### src/rtl/rrb_pkg.sv
package rrb_pkg;
    localparam int PG_W   = 8;
    localparam int OFF_W  = 8;
    localparam int BYTE_W = 8;
    localparam int LEN_W  = 16;
    localparam int RA_W   = 3;
    localparam int ADDR_W = PG_W + OFF_W;
    localparam logic [OFF_W-1:0] HDR_BYTES = OFF_W'(4);

    typedef logic [PG_W-1:0] page_t;

    typedef enum logic [RA_W-1:0] {
        RA_FIRST = 3'd0,
        RA_STOP  = 3'd1,
        RA_BNDRY = 3'd2,
        RA_CURR  = 3'd3,
        RA_CFG   = 3'd4,
        RA_STAT  = 3'd5,
        RA_TALLY = 3'd6,
        RA_NONE  = 3'd7
    } reg_addr_e;

    localparam int ST_OVW  = 0;
    localparam int ST_RST  = 1;
    localparam int ST_MISS = 2;
    localparam int ST_CNT  = 3;

    function automatic page_t pg_next(page_t p, page_t first, page_t stop);
        page_t inc;
        inc = p + 1'b1;
        return (inc == stop) ? first : inc;
    endfunction
endpackage

### src/rtl/rrb_tally.sv
module rrb_tally #(
    parameter int W = 8
) (
    input  logic         clk,
    input  logic         rst_n,
    input  logic         inc,
    input  logic         clr,
    output logic [W-1:0] value,
    output logic         msb_evt
);
    localparam logic [W-1:0] BELOW_MSB = {1'b0, {(W-1){1'b1}}};

    typedef struct packed {
        logic [W-1:0] cnt;
    } tl_t;

    tl_t q, d;

    always_comb begin
        d = q;
        if (clr) begin
            d.cnt = '0;
        end else if (inc) begin
            d.cnt = q.cnt + 1'b1;
        end
    end

    always_ff @(posedge clk or negedge rst_n) begin
        if (!rst_n) q <= '0;
        else        q <= d;
    end

    assign value   = q.cnt;
    assign msb_evt = inc && !clr && (q.cnt == BELOW_MSB);
endmodule

### src/rtl/rrb_rx_engine.sv
module rrb_rx_engine
    import rrb_pkg::*;
(
    input  logic              clk,
    input  logic              rst_n,
    input  logic              rx_start,
    input  logic              rx_valid,
    input  logic [BYTE_W-1:0] rx_data,
    input  logic              rx_end,
    input  logic              rx_crc_err,
    input  logic              rx_fae_err,
    input  logic              cfg_save,
    input  logic              cfg_mon,
    input  page_t             pg_first,
    input  page_t             pg_stop,
    input  page_t             pg_bndry,
    input  page_t             pg_curr,
    output logic              mem_we,
    output logic [ADDR_W-1:0] mem_addr,
    output logic [BYTE_W-1:0] mem_wdata,
    output logic              commit_vld,
    output page_t             commit_pg,
    output logic              ovw_evt,
    output logic              miss_evt
);
    typedef enum logic [1:0] {S_IDLE, S_RECV, S_HDR} state_e;

    typedef struct packed {
        state_e             st;
        page_t              start_pg;
        page_t              wr_pg;
        logic [OFF_W-1:0]   wr_off;
        logic [LEN_W-1:0]   len;
        logic               skip;
        logic               miss;
        logic [1:0]         hdr_idx;
        logic [BYTE_W-1:0]  hdr_stat;
        page_t              hdr_next;
        logic               we;
        logic [ADDR_W-1:0]  addr;
        logic [BYTE_W-1:0]  wdata;
        logic               commit;
        logic               ovw;
        logic               miss_ev;
    } eng_t;

    eng_t q, d;
    logic bad;

    always_comb begin
        d         = q;
        d.we      = 1'b0;
        d.commit  = 1'b0;
        d.ovw     = 1'b0;
        d.miss_ev = 1'b0;
        bad       = rx_crc_err || rx_fae_err;
        case (q.st)
            S_IDLE: begin
                if (rx_start) begin
                    d.st       = S_RECV;
                    d.start_pg = pg_curr;
                    d.wr_pg    = pg_curr;
                    d.wr_off   = HDR_BYTES;
                    d.len      = LEN_W'(HDR_BYTES);
                    d.skip     = 1'b0;
                    d.miss     = 1'b0;
                    if (cfg_mon) begin
                        d.skip = 1'b1;
                        d.miss = 1'b1;
                    end else if (pg_curr == pg_bndry) begin
                        d.skip = 1'b1;
                        d.miss = 1'b1;
                        d.ovw  = 1'b1;
                    end
                end
            end
            S_RECV: begin
                if (rx_valid && !q.skip) begin
                    if (q.wr_off == '0 && q.wr_pg == pg_bndry) begin
                        d.skip = 1'b1;
                        d.miss = 1'b1;
                        d.ovw  = 1'b1;
                    end else begin
                        d.we     = 1'b1;
                        d.addr   = {q.wr_pg, q.wr_off};
                        d.wdata  = rx_data;
                        d.wr_off = q.wr_off + 1'b1;
                        d.len    = q.len + 1'b1;
                        if (q.wr_off == '1) begin
                            d.wr_pg = pg_next(q.wr_pg, pg_first, pg_stop);
                        end
                    end
                end
                if (rx_end) begin
                    d.st = S_IDLE;
                    if (q.skip) begin
                        d.miss_ev = q.miss;
                    end else if (!bad || cfg_save) begin
                        d.st       = S_HDR;
                        d.hdr_idx  = 2'd0;
                        d.hdr_stat = {5'b0, rx_fae_err, rx_crc_err, !bad};
                        d.hdr_next = (q.wr_off == '0) ? q.wr_pg
                                                      : pg_next(q.wr_pg, pg_first, pg_stop);
                    end
                end
            end
            S_HDR: begin
                d.we      = 1'b1;
                d.addr    = {q.start_pg, {(OFF_W-2){1'b0}}, q.hdr_idx};
                case (q.hdr_idx)
                    2'd0:    d.wdata = q.hdr_stat;
                    2'd1:    d.wdata = q.hdr_next;
                    2'd2:    d.wdata = q.len[BYTE_W-1:0];
                    default: d.wdata = q.len[LEN_W-1:BYTE_W];
                endcase
                d.hdr_idx = q.hdr_idx + 1'b1;
                if (q.hdr_idx == 2'd3) begin
                    d.commit = 1'b1;
                    d.st     = S_IDLE;
                end
            end
            default: d.st = S_IDLE;
        endcase
    end

    always_ff @(posedge clk or negedge rst_n) begin
        if (!rst_n) q <= '0;
        else        q <= d;
    end

    assign mem_we     = q.we;
    assign mem_addr   = q.addr;
    assign mem_wdata  = q.wdata;
    assign commit_vld = q.commit;
    assign commit_pg  = q.hdr_next;
    assign ovw_evt    = q.ovw;
    assign miss_evt   = q.miss_ev;
endmodule

### src/rtl/rrb_regs.sv
module rrb_regs
    import rrb_pkg::*;
#(
    parameter int TALLY_W = 8
) (
    input  logic               clk,
    input  logic               rst_n,
    input  logic               reg_we,
    input  logic [RA_W-1:0]    reg_addr,
    input  logic [BYTE_W-1:0]  reg_wdata,
    output logic [BYTE_W-1:0]  reg_rdata,
    input  logic               commit_vld,
    input  page_t              commit_pg,
    input  logic               ovw_evt,
    input  logic               miss_evt,
    input  logic               cnt_evt,
    input  logic [TALLY_W-1:0] tally_val,
    output page_t              pg_first,
    output page_t              pg_stop,
    output page_t              pg_bndry,
    output page_t              pg_curr,
    output logic               cfg_save,
    output logic               cfg_mon,
    output logic               rst_flag,
    output logic               cnt_flag
);
    typedef struct packed {
        page_t first;
        page_t stop;
        page_t bndry;
        page_t curr;
        logic  save;
        logic  mon;
        logic  f_ovw;
        logic  f_rst;
        logic  f_miss;
        logic  f_cnt;
    } rf_t;

    rf_t q, d;
    reg_addr_e ra;

    assign ra = reg_addr_e'(reg_addr);

    always_comb begin
        d = q;
        if (reg_we) begin
            case (ra)
                RA_FIRST: d.first = reg_wdata;
                RA_STOP:  d.stop  = reg_wdata;
                RA_BNDRY: begin
                    d.bndry = reg_wdata;
                    if (reg_wdata != q.bndry) d.f_rst = 1'b0;
                end
                RA_CURR:  d.curr  = reg_wdata;
                RA_CFG: begin
                    d.save = reg_wdata[0];
                    d.mon  = reg_wdata[1];
                end
                RA_STAT: begin
                    if (reg_wdata[ST_OVW])  d.f_ovw  = 1'b0;
                    if (reg_wdata[ST_MISS]) d.f_miss = 1'b0;
                    if (reg_wdata[ST_CNT])  d.f_cnt  = 1'b0;
                end
                default: ;
            endcase
        end
        if (commit_vld) d.curr   = commit_pg;
        if (ovw_evt) begin
            d.f_ovw = 1'b1;
            d.f_rst = 1'b1;
        end
        if (miss_evt)   d.f_miss = 1'b1;
        if (cnt_evt)    d.f_cnt  = 1'b1;
    end

    always_ff @(posedge clk or negedge rst_n) begin
        if (!rst_n) q <= '0;
        else        q <= d;
    end

    always_comb begin
        case (ra)
            RA_FIRST: reg_rdata = q.first;
            RA_STOP:  reg_rdata = q.stop;
            RA_BNDRY: reg_rdata = q.bndry;
            RA_CURR:  reg_rdata = q.curr;
            RA_CFG:   reg_rdata = {6'b0, q.mon, q.save};
            RA_STAT:  reg_rdata = {4'b0, q.f_cnt, q.f_miss, q.f_rst, q.f_ovw};
            RA_TALLY: reg_rdata = BYTE_W'(tally_val);
            default:  reg_rdata = '0;
        endcase
    end

    assign pg_first = q.first;
    assign pg_stop  = q.stop;
    assign pg_bndry = q.bndry;
    assign pg_curr  = q.curr;
    assign cfg_save = q.save;
    assign cfg_mon  = q.mon;
    assign rst_flag = q.f_rst;
    assign cnt_flag = q.f_cnt;
endmodule

### src/rtl/rrb_ring_mgr.sv
module rrb_ring_mgr
    import rrb_pkg::*;
#(
    parameter int TALLY_W = 8
) (
    input  logic              clk,
    input  logic              rst_n,
    input  logic              rx_start,
    input  logic              rx_valid,
    input  logic [BYTE_W-1:0] rx_data,
    input  logic              rx_end,
    input  logic              rx_crc_err,
    input  logic              rx_fae_err,
    output logic              mem_we,
    output logic [ADDR_W-1:0] mem_addr,
    output logic [BYTE_W-1:0] mem_wdata,
    input  logic              reg_we,
    input  logic [RA_W-1:0]   reg_addr,
    input  logic [BYTE_W-1:0] reg_wdata,
    output logic [BYTE_W-1:0] reg_rdata
);
    page_t              pg_first, pg_stop, pg_bndry, pg_curr, commit_pg;
    logic               cfg_save, cfg_mon, commit_vld, ovw_evt, miss_evt;
    logic               cnt_evt, tally_clr, rst_flag, cnt_flag;
    logic [TALLY_W-1:0] tally_val;

    assign tally_clr = reg_we && (reg_addr == RA_TALLY);

    rrb_rx_engine eng_i (
        .clk        (clk),
        .rst_n      (rst_n),
        .rx_start   (rx_start),
        .rx_valid   (rx_valid),
        .rx_data    (rx_data),
        .rx_end     (rx_end),
        .rx_crc_err (rx_crc_err),
        .rx_fae_err (rx_fae_err),
        .cfg_save   (cfg_save),
        .cfg_mon    (cfg_mon),
        .pg_first   (pg_first),
        .pg_stop    (pg_stop),
        .pg_bndry   (pg_bndry),
        .pg_curr    (pg_curr),
        .mem_we     (mem_we),
        .mem_addr   (mem_addr),
        .mem_wdata  (mem_wdata),
        .commit_vld (commit_vld),
        .commit_pg  (commit_pg),
        .ovw_evt    (ovw_evt),
        .miss_evt   (miss_evt)
    );

    rrb_tally #(.W(TALLY_W)) tally_i (
        .clk     (clk),
        .rst_n   (rst_n),
        .inc     (miss_evt),
        .clr     (tally_clr),
        .value   (tally_val),
        .msb_evt (cnt_evt)
    );

    rrb_regs #(.TALLY_W(TALLY_W)) regs_i (
        .clk        (clk),
        .rst_n      (rst_n),
        .reg_we     (reg_we),
        .reg_addr   (reg_addr),
        .reg_wdata  (reg_wdata),
        .reg_rdata  (reg_rdata),
        .commit_vld (commit_vld),
        .commit_pg  (commit_pg),
        .ovw_evt    (ovw_evt),
        .miss_evt   (miss_evt),
        .cnt_evt    (cnt_evt),
        .tally_val  (tally_val),
        .pg_first   (pg_first),
        .pg_stop    (pg_stop),
        .pg_bndry   (pg_bndry),
        .pg_curr    (pg_curr),
        .cfg_save   (cfg_save),
        .cfg_mon    (cfg_mon),
        .rst_flag   (rst_flag),
        .cnt_flag   (cnt_flag)
    );
endmodule

### config.mk
export PLATFORM = sky130hd
export DESIGN_NAME = rrb_ring_mgr
export DESIGN_NICKNAME = d
export VERILOG_FILES = /design/src/rtl/rrb_pkg.sv /design/src/rtl/rrb_tally.sv /design/src/rtl/rrb_rx_engine.sv /design/src/rtl/rrb_regs.sv /design/src/rtl/rrb_ring_mgr.sv
export SDC_FILE = /design/constraint.sdc
export NUM_CORES = 1
export LEC_CHECK = 0
export ABC_AREA = 1
export BUFFER_PORTS_ARGS = -buffer_cell sky130_fd_sc_hd__buf_2
export CAP_MARGIN = 20
export CORE_MARGIN = 5
export CORE_UTILIZATION = 30
export CTS_CLUSTER_DIAMETER = 120
export CTS_CLUSTER_SIZE = 24
export DETAILED_ROUTE_END_ITERATION = 10
export PLACE_DENSITY = 0.47
export REMOVE_ABC_BUFFERS = 1
export SLEW_MARGIN = 20
export SYNTH_ARGS = -nofsm -noshare
export SYNTH_HDL_FRONTEND = slang
export SYNTH_SLANG_ARGS = --single-unit
### constraint.sdc
create_clock -name clk -period 2.85 [get_ports clk]
set_clock_uncertainty 0.15 [all_clocks]
set_input_delay 0.285 -clock clk [delete_from_list [all_inputs] [get_ports clk]]
set_output_delay 0.285 -clock clk [all_outputs]
set_load 0.03 [all_outputs]
==> results of run 1 <==
## layout by cell type (no fill, tap or decap), drive strengths merged, types with 19 or more instances in the layout
cell type    n
a21oi       84
buf         79
clkbuf      19
dfrtp      130
inv        116
nand2      242
nand3       68
nor2        74
o21ai       59
xnor2       20
xor2        22
## area by class of cell
cell class,count,area share (%)
inverter,117,4.88
timing repair inverter,1,0.0552
tap,330,4.55
clock inverter,13,2.81
multi-input combinational,681,40.4
timing repair buffer,92,6.55
clock buffer,19,4.88
sequential,130,35.9
## cell usage after synthesis, drive strengths merged
cell,instances
o21bai,2
clkbuf,19
xnor2,20
a22o,2
inv,116
o2111ai,3
o22ai,11
a211oi,1
o221ai,7
nor4,2
nand3,68
o41ai,1
o31ai,18
o21ai,59
or2,1
xor2,22
nand3b,3
dfrtp,130
a221oi,8
nor3b,1
clkinv,1
nor2,74
nand4,16
o21a,4
a21oi,84
nand2,242
nor3,17
a31oi,1
nand2b,1
ha,12
buf,43
a22oi,1
## per-layer routing
| metal | track usage (%) | up-vias | share of wire [%] | wire length [um] |
|---|---|---|---|---|
| met2 | 26.2 | 186 | 44 | 10700 |
| met1 | 25.3 | 3182 | 49 | 12000 |
| met5 | 0 | - | 0 | 0 |
| met3 | 3.21 | 15 | 5.3 | 1280 |
| met4 | 3.61 | 0 | 1.1 | 273 |
| li1 | - | 3357 | - | - |
## through the flow
| stage | cell area, sq um | util, % | worst slack, ns |
|---|---|---|---|
| floorplan | 7350 | - | 0.371 |
| global placement | 8230 | 32.5 | 0.433 |
| detailed placement | 8230 | 32.5 | 0.432 |
| CTS | 9060 | 35.8 | 0.125 |
| global route | 9070 | 35.8 | 0.0915 |
| finish | 9070 | 35.8 | 0.230 |
## critical path: stages
cell and delay, ns:
sky130_fd_sc_hd__dlygate4sd3_1 0.54, sky130_fd_sc_hd__buf_2 0.14, sky130_fd_sc_hd__o21bai_1 0.25, sky130_fd_sc_hd__nand3_1 0.16, sky130_fd_sc_hd__nor2_2 0.31, sky130_fd_sc_hd__clkinvlp_4 0.33, sky130_fd_sc_hd__o31ai_1 0.24, sky130_fd_sc_hd__dlygate4sd3_1 0.57
## logic make-up (layout without fill, tap and decap cells)
kind of cell	count (synthesis)	count (layout)	synth area share, %
AND/OR/NAND/NOR	425	425	25.0
AO/OA/AOI/OAI	202	202	15.6
buffers and inverters	179	242	10.7
flip-flops	130	130	42.0
XOR/XNOR	42	42	4.75
adder cells (fa/ha/maj)	12	12	1.94
## sequential cells by signal (all words and copies together), names as in the netlist, 2 cells and up
name             cells
regs_i.pg_first      8
regs_i.pg_stop       8
eng_i.commit_pg      8
eng_i.mem_addr      16
regs_i.q             2
regs_i.pg_curr       8
eng_i.mem_wdata      8
tally_i.value        8
eng_i.q             48
regs_i.pg_bndry      8
## where the power goes
group / total (uW) / internal (uW) / switching (uW) / leakage, uW
clock: 2670 / 1760 / 918 / 0.000330
sequential: 3000 / 2400 / 598 / 0.00165
combinational: 3790 / 1260 / 2530 / 0.00227
total: 9460 / 5420 / 4050 / 0.00425
## worst min-delay path by stage
stage | start | end
after floorplan | rst_n | eng_i.commit_pg[0]
after global placement | rst_n | eng_i.q[57]
after detailed placement | rst_n | eng_i.q[57]
after CTS | reg_wdata[5] | regs_i.pg_curr[5]
after global routing | reg_wdata[5] | regs_i.pg_curr[5]
final | reg_wdata[5] | regs_i.pg_curr[5]
## repair_timing
| action | 4_1_cts | 5_1_grt |
|---|---|---|
| hold buffers | 13 | 0 |
| endpoints found under the setup margin | 0 | 1 |
| resized for setup | 0 | 3 |
| endpoints found under the hold margin | 53 | 0 |
==> parameters.txt, run 1 <==
Parameter                              Value

Worst setup path
  Reg2reg path depth    7
  Kind of critical path    primary input to flip-flop
  Reg2Reg Setup Slack    0.24 ns
  Reg-to-reg critical path startpoint    eng_i.q[89]
  Nature of the critical path endpoint    flip-flop
  Signal arrival time at the worst endpoint    2.84 ns
  Critical Path RT    3.07 ns
  Worst-path maximum fanout    10
  Worst r2r dst    eng_i.q[36]
  Capture point of the worst path    eng_i.q[36]
  Worst setup path startpoint    rx_fae_err
  Nature of the critical path startpoint    primary input

STA
  Setup repair after global routing missed its margin    false
  Relative slew margins    62.4%
  Number of hold violations in the final report    0
  Fin crit share    91.9%
  Final setup violating endpoints    0
  Aggregate negative setup slack    0 ns
  Smallest hold slack    0.0225 ns
  Final min period    2.62 ns
  Fmax    0.382 GHz
  Slew of the pin with the lowest slew margin    0.558 ns
  Final Slew Violations    0

Cells and area
  Number of antenna cells inserted    0
  Filler Cells Inserted    2,682
  Number of cells in the finished layout apart from fillers    1,383
  Reg area    3250 sq um
  Share of post-route cells with drive strength above 1    15.9%
  Final #Nets    1,079
  Relative area change from synthesis to final layout    17.2%
  Multi-input logic area    3670 sq um

Power
  LEAKAGE    0.00425 uW
  Maximum vdd ir drop    0.414 mV
  Power density of the placed cells    1040 nW/um^2
  Final total power    9460 uW

Worst hold path
  Classification of the worst-slack hold path    primary input to flip-flop
  Hold path depth    3

Floorplan
  Placeable core region    25,300 sq um
  Number of rows created at floorplan    58
  Top-Level Pins    60
  Die outline height    171 um
  Effective utilization at floorplan    30.6%
  Overall die area    29,100 sq um
  Horizontal die dimension    171 um

Global routing
  Overall overflow remaining after global route    0
  Antenna violations before repair    0
  First-pass GRT wire length    38.7 mm
  Vias in the first global route    6,723
  Maximum number of pins on one net before global-route repair    63
  Global-route total usage across every layer    17.1%

Clock network
  Clock sink total    130
  CTS tree    yes
  Clock tree root buffer cell    sky130_fd_sc_hd__clkbuf_16
  Maximum clock path buffer count    2
  Clock transition time at the flip-flop clock pins of the worst setup and hold paths    0.06 ns
  Count of H-tree levels built during CTS    4
  Post-CTS Repair Setup Buffers    0
  Clock network latency to the later pin of the worst-skew pair    0.43 ns
  Number of buffers inserted during clock tree synthesis    17

Flow run
  Number of maximum-capacitance violations    0

Route
  Post-detailed-route via-to-cell ratio    4.87
  Number of antenna-violating nets in the routed design    0
  Iteration count of the initial detailed-routing pass    5
  DRC    0
  Total Routed Length    24.2 mm
  Via count    6,740
  Average wire length per cell after detail routing    17.5 um
  Iteration-0 DRC count of the detailed router    521

Yosys
  Number of warnings issued by yosys    0
  Top post-synthesis cells by area    sky130_fd_sc_hd__dfrtp_1 42%, sky130_fd_sc_hd__nand2_1 11%, sky130_fd_sc_hd__inv_1 5.4%, sky130_fd_sc_hd__a21oi_1 4.8%, sky130_fd_sc_hd__nand3_1 4.1%
  Sequential area share after synthesis    42.0%
  Yosys reg bits    130
  Cell type with the highest aggregate area in the netlist    sky130_fd_sc_hd__dfrtp_1
  Post-Synthesis Cells    990
  Average size of a mapped cell    7.82 sq um
  Cell variety after synth    47
  Syn Std Cell Area    7740 sq um
  Fraction of post-synthesis cell area in the top cell type by area    42.0%

Placement
  Buffers added on ports    59
  RePlAce Congestion    0.859
  Sum of net half-perimeters after detailed placement    18.2 mm
  Cell total after placement    1,337

Outcome
  Outcome    finished clean
No activity file was read; power rests on OpenSTA's default activity.
==> inputs of run 2 (changes only) <==
--- a/config.mk
+++ b/config.mk
@@ -10,6 +10,7 @@
 export CAP_MARGIN = 20
 export CORE_MARGIN = 5
 export CORE_UTILIZATION = 30
+export CTS_BUF_LIST = sky130_fd_sc_hd__clkbuf_8
 export CTS_CLUSTER_DIAMETER = 120
 export CTS_CLUSTER_SIZE = 24
 export DETAILED_ROUTE_END_ITERATION = 10
==> parameters.txt, run 2 (synthesis results as in run 1) <==
Parameter                              Value

Clock network
  Clock transition time at the flip-flop clock pins of the worst setup and hold paths    0.08 ns
  Post-CTS Repair Setup Buffers    0
  Clock network latency to the later pin of the worst-skew pair    0.46 ns
  Clock sink total    130
  Clock tree root buffer cell    sky130_fd_sc_hd__clkbuf_8
  Number of buffers inserted during clock tree synthesis    17
  Count of H-tree levels built during CTS    4
  CTS tree    yes
  Maximum clock path buffer count    2

Worst setup path
  Kind of critical path    flip-flop to flip-flop
  Reg-to-reg critical path startpoint    eng_i.q[89]
  Capture point of the worst path    eng_i.q[36]
  Worst setup path startpoint    eng_i.q[89]
  Worst-path maximum fanout    10
  Nature of the critical path startpoint    flip-flop
  Critical Path Slowest Stage Cell    sky130_fd_sc_hd__dlygate4sd3_1
  Critical path buffers and inverters    3
  Nature of the critical path endpoint    flip-flop
  Worst r2r dst    eng_i.q[36]
  Signal arrival time at the worst endpoint    2.83 ns
  Reg2Reg Setup Slack    0.26 ns
  Critical Path RT    3.10 ns
  Slowest stage delay, CP    0.57 ns
  Total stage count of the critical path    7
  Dominant delay contributor by cell family on the critical path    buffers and inverters
  Worst-path cell chain    inv_1, ha_2, nand3_1, nor2_2, clkinvlp_4, o31ai_1, dlygate4sd3_1
  Reg2reg path depth    7

Floorplan
  Placeable core region    25,300 sq um
  Horizontal die dimension    171 um
  Top-Level Pins    60
  Die outline height    171 um
  Overall die area    29,100 sq um
  Effective utilization at floorplan    30.6%
  Number of rows created at floorplan    58

Flow run
  Number of maximum-capacitance violations    0

Cells and area
  Final instance area    8910 sq um
  Relative area change from synthesis to final layout    15.1%
  Most common cell after layout, fill and taps aside    sky130_fd_sc_hd__nand2_1
  Number of flip-flops under the largest register name    48
  Most frequent cells in the layout    221 x sky130_fd_sc_hd__nand2_1, 130 x sky130_fd_sc_hd__dfrtp_1, 111 x sky130_fd_sc_hd__inv_1
  Largest Register    eng_i.q
  Number of cells in the finished layout apart from fillers    1,386
  Share of post-route cells with drive strength above 1    15.8%
  Final #Nets    1,082
  Number of antenna cells inserted    0

Placement
  Cell total after placement    1,337
  Buffers added on ports    59
  Dpl ws    0.432 ns
  RePlAce Congestion    0.859
  Instance area after placement    8230 sq um
  Sum of net half-perimeters after detailed placement    18.2 mm

Outcome
  Outcome    finished clean

STA
  Slew of the pin with the lowest slew margin    0.561 ns
  Setup repair after global routing missed its margin    false
  Relative slew margins    62.5%
  Final setup violating endpoints    0
  Smallest hold slack    0.0354 ns
  Worst-case setup margin in the final layout    0.263 ns
  Fin crit share    90.8%
  Fmax    0.387 GHz
  Final Slew Violations    0
  Aggregate negative setup slack    0 ns
  Final min period    2.59 ns
  Number of hold violations in the final report    0

Route
  Iteration-0 DRC count of the detailed router    479
  Post-detailed-route via-to-cell ratio    4.84
  Average wire length per cell after detail routing    17.4 um
  DRC    0
  Total Routed Length    24.1 mm
  Number of antenna-violating nets in the routed design    0
  Iteration count of the initial detailed-routing pass    5
  Via count    6,710

Global routing
  Vias in the first global route    6,725
  Global-route total usage across every layer    17.0%
  Overall overflow remaining after global route    0
  First-pass GRT wire length    38.6 mm
  Antenna violations before repair    0
  Maximum number of pins on one net before global-route repair    63

Power
  Maximum vdd ir drop    0.411 mV
  Power density of the placed cells    994 nW/um^2
  LEAKAGE    0.00418 uW

Worst hold path
  Classification of the worst-slack hold path    primary input to flip-flop
==> run 2: area by class of cell <==
type	count	area (sq um)
inverters	117	443
multi-input cells	681	3670
flip-flops and latches	130	3250
clock buffers	18	248
repair inverters	1	5.00
repair buffers	95	624
well taps	330	413
clock inverters	14	259
fillers	2698	16400
==> run 2: routing by layer <==
metal | wire (um) | global-route usage (%)
met1 | 12000 | 25.1
met2 | 10600 | 26.0
met3 | 1150 | 3.07
met4 | 260 | 3.72
met5 | 0 | 0
==> run 2: worst min path at each step <==
stage,start,to,slack (ns),depth (start not counted)
after CTS,reg_wdata[2],regs_i.pg_stop[2],0.008,3
after global placement,rst_n,eng_i.q[57],0.09,1
after global routing,reg_wdata[2],regs_i.pg_stop[2],0.03,3
after floorplan,rst_n,eng_i.commit_pg[0],-0.16,0
final,reg_wdata[3],regs_i.pg_stop[3],0.04,3
after detailed placement,rst_n,eng_i.q[57],0.1,1
==> run 2: what timing repair did <==
item / CTS / global route
gates resized for setup: 0 / 3
setup endpoints to repair: 0 / 1
hold buffers: 16 / 0
endpoints found under the hold margin: 56 / 0
==> run 2: metrics by stage <==
stage / util, % / total power (uW)
finish: 35.2 / 8860
global placement: 32.5 / 6790
CTS: 35.1 / 8920
global route: 35.2 / 9510
floorplan: - / 5520
detailed placement: 32.5 / 6810
==> run 2: tightest hold or removal path, stage by stage <==
cell                      delay, ns
sky130_fd_sc_hd__buf_2         0.13
sky130_fd_sc_hd__inv_1         0.09
sky130_fd_sc_hd__o21ai_0       0.09
==> run 2: power breakdown <==
part / internal (uW) / switching (uW)
clock network: 1240 / 833
logic: 1270 / 2530
registers: 2390 / 598
total: 4900 / 3960
==> inputs of run 3 (changes only) <==
--- a/config.mk
+++ b/config.mk
@@ -7,16 +7,19 @@
 export LEC_CHECK = 0
 export ABC_AREA = 1
 export BUFFER_PORTS_ARGS = -buffer_cell sky130_fd_sc_hd__buf_2
-export CAP_MARGIN = 20
+export CAP_MARGIN = 10
+export CELL_PAD_IN_SITES_DETAIL_PLACEMENT = 2
+export CELL_PAD_IN_SITES_GLOBAL_PLACEMENT = 2
 export CORE_MARGIN = 5
 export CORE_UTILIZATION = 30
 export CTS_BUF_LIST = sky130_fd_sc_hd__clkbuf_8
 export CTS_CLUSTER_DIAMETER = 120
 export CTS_CLUSTER_SIZE = 24
 export DETAILED_ROUTE_END_ITERATION = 10
-export PLACE_DENSITY = 0.47
+export PLACE_DENSITY = 0.71
 export REMOVE_ABC_BUFFERS = 1
 export SLEW_MARGIN = 20
 export SYNTH_ARGS = -nofsm -noshare
 export SYNTH_HDL_FRONTEND = slang
+export SYNTH_HIERARCHICAL = 1
 export SYNTH_SLANG_ARGS = --single-unit
==> parameters.txt, run 3 <==
Parameter                              Value

Floorplan
  Overall die area    30,700 sq um
  Number of rows created at floorplan    60
  Die outline height    175 um
  Horizontal die dimension    175 um
  Placeable core region    27,000 sq um
  Top-Level Pins    60
  Effective utilization at floorplan    30.4%

Worst setup path
  Worst-path maximum fanout    22
  Reg-to-reg critical path startpoint    eng_i/q[89]
  Kind of critical path    flip-flop to flip-flop
  Slowest stage delay, CP    0.57 ns
  CP most frequent cell    sky130_fd_sc_hd__inv_1
  Nature of the critical path endpoint    flip-flop
  Dominant delay contributor by cell family on the critical path    buffers and inverters
  Critical Path Slowest Stage Cell    sky130_fd_sc_hd__dlygate4sd3_1
  Nature of the critical path startpoint    flip-flop
  Worst setup path startpoint    eng_i/q[89]
  Critical path buffers and inverters    5
  Signal arrival time at the worst endpoint    2.89 ns
  Critical Path RT    3.10 ns
  Worst-path cell chain    inv_1, ha_1, inv_2, nor3_1, inv_1, nor2_1, inv_1, o31ai_1, dlygate4sd3_1

Yosys
  Most used standard cell by instance count after synthesis    sky130_fd_sc_hd__nand2_1
  Post-Synthesis Cells    1,112
  Syn Std Cell Area    8200 sq um
  Number of warnings issued by yosys    6
  Async set or reset register ratio after synthesis    100%
  Sequential area share after synthesis    39.7%
  Yosys reg bits    130
  Prevailing post-synth register cell    sky130_fd_sc_hd__dfrtp_1
  Average size of a mapped cell    7.37 sq um
  EDFF count, synth    0
  Fraction of post-synthesis cell area in the top cell type by area    39.7%
  Top post-synthesis cells by area    sky130_fd_sc_hd__dfrtp_1 40%, sky130_fd_sc_hd__nand2_1 17%, sky130_fd_sc_hd__buf_4 6.1%, sky130_fd_sc_hd__inv_1 4.9%, sky130_fd_sc_hd__nand3_1 4.2%
  Cell type with the highest aggregate area in the netlist    sky130_fd_sc_hd__dfrtp_1
  Cell variety after synth    44
  Top cell types by occurrence after synthesis    380 x sky130_fd_sc_hd__nand2_1, 130 x sky130_fd_sc_hd__dfrtp_1, 107 x sky130_fd_sc_hd__inv_1

Global routing
  First-pass GRT wire length    45.2 mm
  Vias in the first global route    8,002
  GRT busiest layer    met2
  Overall overflow remaining after global route    0
  Met3 track demand over resource in global routing    2.41%
  Maximum number of pins on one net before global-route repair    67
  Met1 demand-to-capacity share in global routing    24.8%
  Met2 layer usage reported by global route    32.6%
  Antenna violations before repair    0
  Global-route total usage across every layer    18.6%

Cells and area
  Final instance area    8940 sq um
  Most common cell after layout, fill and taps aside    sky130_fd_sc_hd__nand2_1
  Largest Register    eng_i/q
  Filler Cells Inserted    3,170
  Relative area change from synthesis to final layout    9.11%
  Final #Nets    1,163
  Number of flip-flops under the largest register name    48
  Number of antenna cells inserted    0
  Share of post-route cells with drive strength above 1    15.2%
  Most frequent cells in the layout    380 x sky130_fd_sc_hd__nand2_1, 130 x sky130_fd_sc_hd__dfrtp_1, 107 x sky130_fd_sc_hd__inv_1

STA
  Slew of the pin with the lowest slew margin    0.755 ns
  Relative slew margins    49.6%
  Final min period    2.64 ns
  Fmax    0.379 GHz
  Setup repair after global routing missed its margin    false
  Number of hold violations in the final report    0
  Final Slew Violations    0
  Aggregate negative setup slack    0 ns
  Fin crit share    92.7%
  Final setup violating endpoints    0

Power
  Proportion of power drawn by the clock network    21.9%
  Seq pwr share    37.1%
  Combinational share of power    41.0%
  Switching share of power    47.4%
  Internal power contribution    3990 uW
  LEAKAGE    0.00446 uW
  Switching pwr    3590 uW
  Power density of the placed cells    847 nW/um^2
  Maximum vdd ir drop    0.280 mV

Worst hold path
  Start point of the worst hold path    reg_wdata[2]
  Classification of the worst-slack hold path    primary input to flip-flop

Flow run
  Number of maximum-capacitance violations    0

Route
  Average wire length per cell after detail routing    19.1 um
  DRC    0
  Via count    7,304
  Iteration-0 DRC count of the detailed router    313
  Iteration count of the initial detailed-routing pass    4
  Number of antenna-violating nets in the routed design    0
  Post-detailed-route via-to-cell ratio    4.94
  Total Routed Length    28.2 mm

Placement
  Buffers added on ports    59
  Instance area after placement    8440 sq um
  Sum of net half-perimeters after detailed placement    21.7 mm
  RePlAce Congestion    0.836

Clock network
  Clock network latency to the later pin of the worst-skew pair    0.46 ns
  Clock transition time at the flip-flop clock pins of the worst setup and hold paths    0.10 ns
  Clock sink total    130
  Count of H-tree levels built during CTS    4
  Number of buffers inserted during clock tree synthesis    17
  CTS tree    yes
  Maximum clock path buffer count    2
  Clock tree root buffer cell    sky130_fd_sc_hd__clkbuf_8

Outcome
  Outcome    finished clean
run 3: worst reg2reg max path, stage by stage, from the launching register on:
cell and delay (ns):
sky130_fd_sc_hd__dfrtp_1 0.43, sky130_fd_sc_hd__inv_1 0.11, sky130_fd_sc_hd__ha_1 0.24, sky130_fd_sc_hd__inv_2 0.10, sky130_fd_sc_hd__nor3_1 0.18, sky130_fd_sc_hd__inv_1 0.08
sky130_fd_sc_hd__nor2_1 0.09, sky130_fd_sc_hd__inv_1 0.33, sky130_fd_sc_hd__o31ai_1 0.31, sky130_fd_sc_hd__dlygate4sd3_1 0.57
run 3: layer usage:
metal  vias up  wire, um
li1       3506         -
met1      3719     13400
met2        65     13900
met3        14       576
met4         0       238
met5         -         0
run 3: final timing paths:
path | to | slack [ns] | cells after the start
setup / recovery | eng_i/q[36] | 0.21 | 9
hold / removal | regs_i/pg_bndry[2] | 0.03 | 3
setup reg to reg | eng_i/q[36] | 0.21 | 9
hold reg to reg | regs_i/rst_flag | 0.31 | 2
max in group asynchronous | regs_i/pg_curr[4] | 1.48 | 3
min in group asynchronous | tally_i/value[7] | 0.25 | 2
run 3: cells by family after synthesis:
kind of cell,Yosys count,synth area share [%]
buffers and inverters,208,12.8
xor gates and xnor gates,37,3.95
and+or+nand+nor,567,30.5
muxes,7,0.962
AOI/OAI and AO/OA,151,10.3
DFF,130,39.7
adders and majority gates,12,1.83
run 3: what timing repair did:
action	4_1_cts	5_1_grt
buffers inserted	0	0
setup endpoints to repair	0	1
hold endpoints to repair	71	0
hold buffers	10	0
gates resized for setup	0	1
run 3: cell type report:
type                       count  area, sq um  share of cell area (%)
clock inverter                15          164                    1.83
clock buffer                  17          234                    2.62
inverter                     120          450                    5.04
multi-input combinational    774         3900                    43.6
sequential                   130         3250                    36.4
timing repair buffer          81          517                    5.78
tap                          341          427                    4.77
run 3: metrics by stage:
stage          worst slack, ns  util, %  hold slack [ns]  instances  power [uW]
2_1_floorplan            0.409        -           -0.161       1024        4680
6_report                 0.209     33.2           0.0349       1478        7580
3_5_place_dp             0.280     31.3            0.206       1436        5950
4_1_cts                  0.207     33.2          0.00634       1478        7690
5_1_grt                 0.0281     33.2           0.0322       1478        8160
3_3_place_gp             0.373     31.3            0.196       1436        5840
run 3: power groups by stage:
stage / clock, uW / combinational (uW) / sequential [uW]
final: 1660 / 3110 / 2810
after global routing: 1790 / 3490 / 2880
after CTS: 1730 / 3150 / 2820
after detailed placement: 0 / 3100 / 2850
after global placement: 0 / 3000 / 2840
after floorplan: 0 / 1990 / 2690
